**src/rtl/pattern_stage_reg.sv**
```systemverilog
module pattern_stage_reg #(
  parameter int NIB_W = 4
) (
  input  logic                 clk,
  input  logic                 rst_n,
  input  logic                 shared_mode,
  input  logic                 cpu_sel,
  input  logic                 cpu_addr,
  input  logic                 cpu_we,
  input  logic [2*NIB_W-1:0]   cpu_wdata,
  output logic [2*NIB_W-1:0]   cpu_rdata,
  input  logic                 port_we,
  input  logic [2*NIB_W-1:0]   port_wdata,
  input  logic                 cmp_hi,
  input  logic                 cmp_lo,
  input  logic                 oe_hi,
  input  logic                 oe_lo,
  output logic [2*NIB_W-1:0]   port_q
);
  localparam int BYTE_W = 2 * NIB_W;
  localparam logic [NIB_W-1:0] ONES = '1;

  logic [NIB_W-1:0] stg_hi, stg_lo;
  logic [NIB_W-1:0] prt_hi, prt_lo;

  logic wr_a0, wr_a1, ld_hi, ld_lo;
  logic go_hi, go_lo;

  assign wr_a0 = cpu_sel & cpu_we & ~cpu_addr;
  assign wr_a1 = cpu_sel & cpu_we &  cpu_addr;
  assign ld_hi = wr_a0;
  assign ld_lo = shared_mode ? wr_a0 : wr_a1;

  assign go_hi = cmp_hi & oe_hi;
  assign go_lo = (shared_mode ? cmp_hi : cmp_lo) & oe_lo;

  always_ff @(posedge clk or negedge rst_n) begin
    if (!rst_n) begin
      stg_hi <= '0;
      stg_lo <= '0;
    end else begin
      if (ld_hi) stg_hi <= cpu_wdata[BYTE_W-1:NIB_W];
      if (ld_lo) stg_lo <= cpu_wdata[NIB_W-1:0];
    end
  end

  always_ff @(posedge clk or negedge rst_n) begin
    if (!rst_n) begin
      prt_hi <= '0;
      prt_lo <= '0;
    end else begin
      if (go_hi)        prt_hi <= stg_hi;
      else if (port_we) prt_hi <= port_wdata[BYTE_W-1:NIB_W];
      if (go_lo)        prt_lo <= stg_lo;
      else if (port_we) prt_lo <= port_wdata[NIB_W-1:0];
    end
  end

  always_comb begin
    cpu_rdata = '0;
    if (cpu_sel) begin
      if (shared_mode) cpu_rdata = cpu_addr ? {ONES, ONES} : {stg_hi, stg_lo};
      else             cpu_rdata = cpu_addr ? {ONES, stg_lo} : {stg_hi, ONES};
    end
  end

  assign port_q = {prt_hi, prt_lo};


  reserved_write_ignored_chk: assert property (@(posedge clk) disable iff (!rst_n)
    (shared_mode && cpu_sel && cpu_we && cpu_addr) |=> ($stable(stg_hi) && $stable(stg_lo)));


  hi_transfer_chk: assert property (@(posedge clk) disable iff (!rst_n)
    (cmp_hi && oe_hi) |=> (port_q[BYTE_W-1:NIB_W] == $past(stg_hi)));


  shared_lo_follows_hi_chk: assert property (@(posedge clk) disable iff (!rst_n)
    (shared_mode && cmp_hi && oe_lo) |=> (port_q[NIB_W-1:0] == $past(stg_lo)));


  lo_hold_chk: assert property (@(posedge clk) disable iff (!rst_n)
    (!oe_lo && !port_we) |=> $stable(port_q[NIB_W-1:0]));


  hi_hold_chk: assert property (@(posedge clk) disable iff (!rst_n)
    (!oe_hi && !port_we) |=> $stable(port_q[BYTE_W-1:NIB_W]));


  direct_write_chk: assert property (@(posedge clk) disable iff (!rst_n)
    (port_we && !cmp_hi) |=> (port_q[BYTE_W-1:NIB_W] == $past(port_wdata[BYTE_W-1:NIB_W])));


  stage_hold_chk: assert property (@(posedge clk) disable iff (!rst_n)
    !(cpu_sel && cpu_we) |=> ($stable(stg_hi) && $stable(stg_lo)));
endmodule

```
**config.mk**
```make
export PLATFORM = sky130hd
export DESIGN_NAME = pattern_stage_reg
export DESIGN_NICKNAME = d
export VERILOG_FILES = /design/src/rtl/pattern_stage_reg.sv
export SDC_FILE = /design/constraint.sdc
export NUM_CORES = 1
export LEC_CHECK = 0
export BUFFER_PORTS_ARGS = -buffer_cell sky130_fd_sc_hd__buf_2
export CAP_MARGIN = 10
export CORE_MARGIN = 1
export CORE_UTILIZATION = 46
export CTS_BUF_LIST = sky130_fd_sc_hd__clkbuf_4 sky130_fd_sc_hd__clkbuf_8
export CTS_CLUSTER_SIZE = 25
export DETAILED_ROUTE_END_ITERATION = 12
export GPL_ROUTABILITY_DRIVEN = 0
export GPL_TIMING_DRIVEN = 0
export PLACE_DENSITY = 0.81
export SYNTH_ARGS = -nofsm -noshare
export SYNTH_HDL_FRONTEND = slang
export SYNTH_SLANG_ARGS = --single-unit
```
**constraint.sdc**
```tcl
create_clock -name clk -period 1.24 [get_ports clk]
set_input_delay 0.124 -clock clk [delete_from_list [all_inputs] [get_ports clk]]
set_output_delay 0.124 -clock clk [all_outputs]
set_load 0.05 [all_outputs]
```
==> impl_metrics.json <==
{
  "seq_area_frac_synth_pct": 48.3,
  "core_area_um2": 1590,
  "dp_slack_ns": 0.0238,
  "slew_headroom_pct": 77.7,
  "clockBufferDepth": 2,
  "cp-start-kind": "flop",
  "drv_slew": 0,
  "dr.pass1.iters": 4,
  "p_int_mw": 1.05,
  "worst-path-buf-inv": 1,
  "syn_area_um2": 828,
  "tightest_slew_ns": 0.334,
  "path_clk_slew_ns": 0.09,
  "fin_cells": 134,
  "crit_chain": "o21a_1 > clkbuf_4",
  "synth_area_leaders": "dfrtp_1 (48%), mux2_2 (18%), mux2_4 (7.3%)",
  "yosys.area.top_type": "dfrtp_1",
  "grt_pass1_vias": 623,
  "post-route-drc-count": 0,
  "worstSkewPairLatency_ns": 0.29,
  "p_sw_mw": 0.635,
  "syn_inst": 63,
  "crit_type": "flop to output port",
  "wl_per_cell_um": 13.5,
  "fin_nets": 138,
  "n_antenna_cell": 0,
  "seq_area_um2": 400,
  "cts_sinks": 16,
  "fin_crit_ns": 1.21,
  "fin_worst_skew_ns": 0.00315,
  "power_density_nw_per_um2": 1490,
  "synthToLayoutAreaGrowth_pct": 36.6,
  "status": "finished clean",
  "dpl.hpwl_um": 1340,
  "layout_common_cells": "buf_2 (38), dfrtp_1 (16), mux2_2 (13), o21a_1 (8), nand2_1 (5)",
  "crit_family": "flip-flops",
  "grt_pass1_wl_um": 2620,
  "switching_share_pct": 37.8,
  "overflow": 0,
  "hold_class": "primary input to flop",
  "dieArea_um2": 1970,
  "io_buffers": 40,
  "max_freq_mhz": 827,
  "synth.top_cell.area_share_pct": 48.3,
  "pwr-share-seq_pct": 41.1,
  "start_util_pct": 52.0,
  "wl_um": 1800,
  "cp.required_ns": 1.12,
  "pwr-share-comb_pct": 38.3,
  "ctsHtreeMaxLevel": 1,
  "rows": 14,
  "setup_viol": 0,
  "multiInputGateArea_um2": 397,
  "p_leak_nw": 0.572,
  "grt_usage_pct": 19.7,
  "ys_ff_latch": 16,
  "root_buffer": "clkbuf_4",
  "end_kind": "output port",
  "cts_tree": "built",
  "placed_area_um2": 1060,
  "cts_buffers": 3,
  "grt_antenna_before_repair": 0,
  "fin_area_um2": 1130,
  "peakVddDrop_uv": 765,
  "fin_crit_sh_pct": 97.5,
  "fp.dieW_um": 44.4,
  "synth_warnings": 0,
  "worst_path_max_delay_cell": "dfrtp_1",
  "fin_ws_ns": 0.0308,
  "io_pins": 43,
  "dp_cells": 127,
  "max_cap_viol_count": 0,
  "die_height_um": 44.4,
  "drive_gt1_share_pct": 62.7,
  "ys_types": 15,
  "worstPathMaxFanout": 3,
  "grt_max_degree": 17,
  "synth_nets": 90,
  "slowest_delay_ns": 0.41,
  "arrival_ns": 1.09,
  "fillers": 125,
  "fin_tns_setup_ns": 0,
  "syn_area_per_cell_um2": 13.1,
  "mostFrequentLayoutCell": "buf_2",
  "power.share.clock_pct": 20.5,
  "num_vias": 658,
  "finalHoldViolations": 0,
  "via_per_inst": 4.91,
  "postRouteAntennaNets": 0,
  "drt_iter0_markers": 14
}
-- what timing repair did --
item                                    CTS  global route
setup buffers                             0             2
endpoints found under the setup margin    0             4
hold endpoints to repair                 16             0
gates resized for setup                   0             6
hold buffers                              1             0
-- per-layer routing --
layer	routed length (um)	vias to the layer above	GRT usage, %
met2	997	38	36.8
met5	0	-	0
met1	658	298	19.9
li1	-	316	-
met3	95	6	2.86
met4	51	0	13.3
-- area by class of cell --
class / instances / share of cell area, %
Sequential cell: 16 / 35.4
Multi-Input combinational cell: 43 / 35.1
Timing Repair Buffer: 43 / 20.9
Clock buffer: 4 / 3.21
Buffer: 4 / 2.77
Tap cell: 24 / 2.65
-- power by group through the flow --
stage               Combinational (mW)  Sequential, mW  Clock, mW
floorplan                        0.305           0.839          0
global placement                 0.591           0.692          0
detailed placement               0.607           0.702          0
CTS                              0.616           0.695      0.346
global route                     0.679           0.701      0.365
finish                           0.645           0.692      0.345
-- flip-flops by register name, summed over array words and instances, names as in the netlist --
signal and count:
stg_hi 4, stg_lo 4, prt_hi 4, prt_lo 4
-- Yosys cell counts --
master,n
dfrtp_1,16
mux2_2,13
o21a_1,8
nand2_1,5
mux2_4,4
mux2i_1,4
o21ai_0,4
buf_6,2
and2_1,1
buf_2,1
clkbuf_1,1
nand2_4,1
nor2_4,1
or2_1,1
xnor2_2,1
-- final timing paths --
path / startpoint / end / slack (ns) / depth (start not counted)
max in group asynchronous: rst_n / prt_hi[3]$_DFFE_PN0P_ / 0.73 / 2
worst min-delay path: cpu_wdata[0] / stg_lo[0]$_DFFE_PN0P_ / 0.06 / 2
worst max-delay path: stg_hi[0]$_DFFE_PN0P_ / cpu_rdata[4] / 0.03 / 2
min in group asynchronous: rst_n / stg_lo[1]$_DFFE_PN0P_ / 0.27 / 2
worst min register to register: stg_hi[3]$_DFFE_PN0P_ / prt_hi[3]$_DFFE_PN0P_ / 0.55 / 2
worst max register to register: prt_lo[1]$_DFFE_PN0P_ / prt_lo[1]$_DFFE_PN0P_ / 0.21 / 2
-- per-stage QoR --
step                utilization, %  hold slack (ns)  total power, mW
floorplan                        -           -0.172             1.14
global placement              66.4           0.0352             1.28
detailed placement            66.4           0.0417             1.31
CTS                           69.3           0.0605             1.66
global route                  71.0           0.0569             1.75
finish                        71.0           0.0624             1.68
-- cells by family (layout without fill, tap and decap cells) --
logic type / count (synthesis) / count (layout) / share of synthesized area, %
muxes: 21 / 21 / 29.8
DFF: 16 / 16 / 48.3
AOI/OAI and AO/OA: 12 / 12 / 9.67
and+or+nand+nor: 9 / 9 / 6.50
buffers and inverters: 4 / 51 / 3.78
xor gates and xnor gates: 1 / 1 / 1.96
Power figures use the tool's default switching activity.
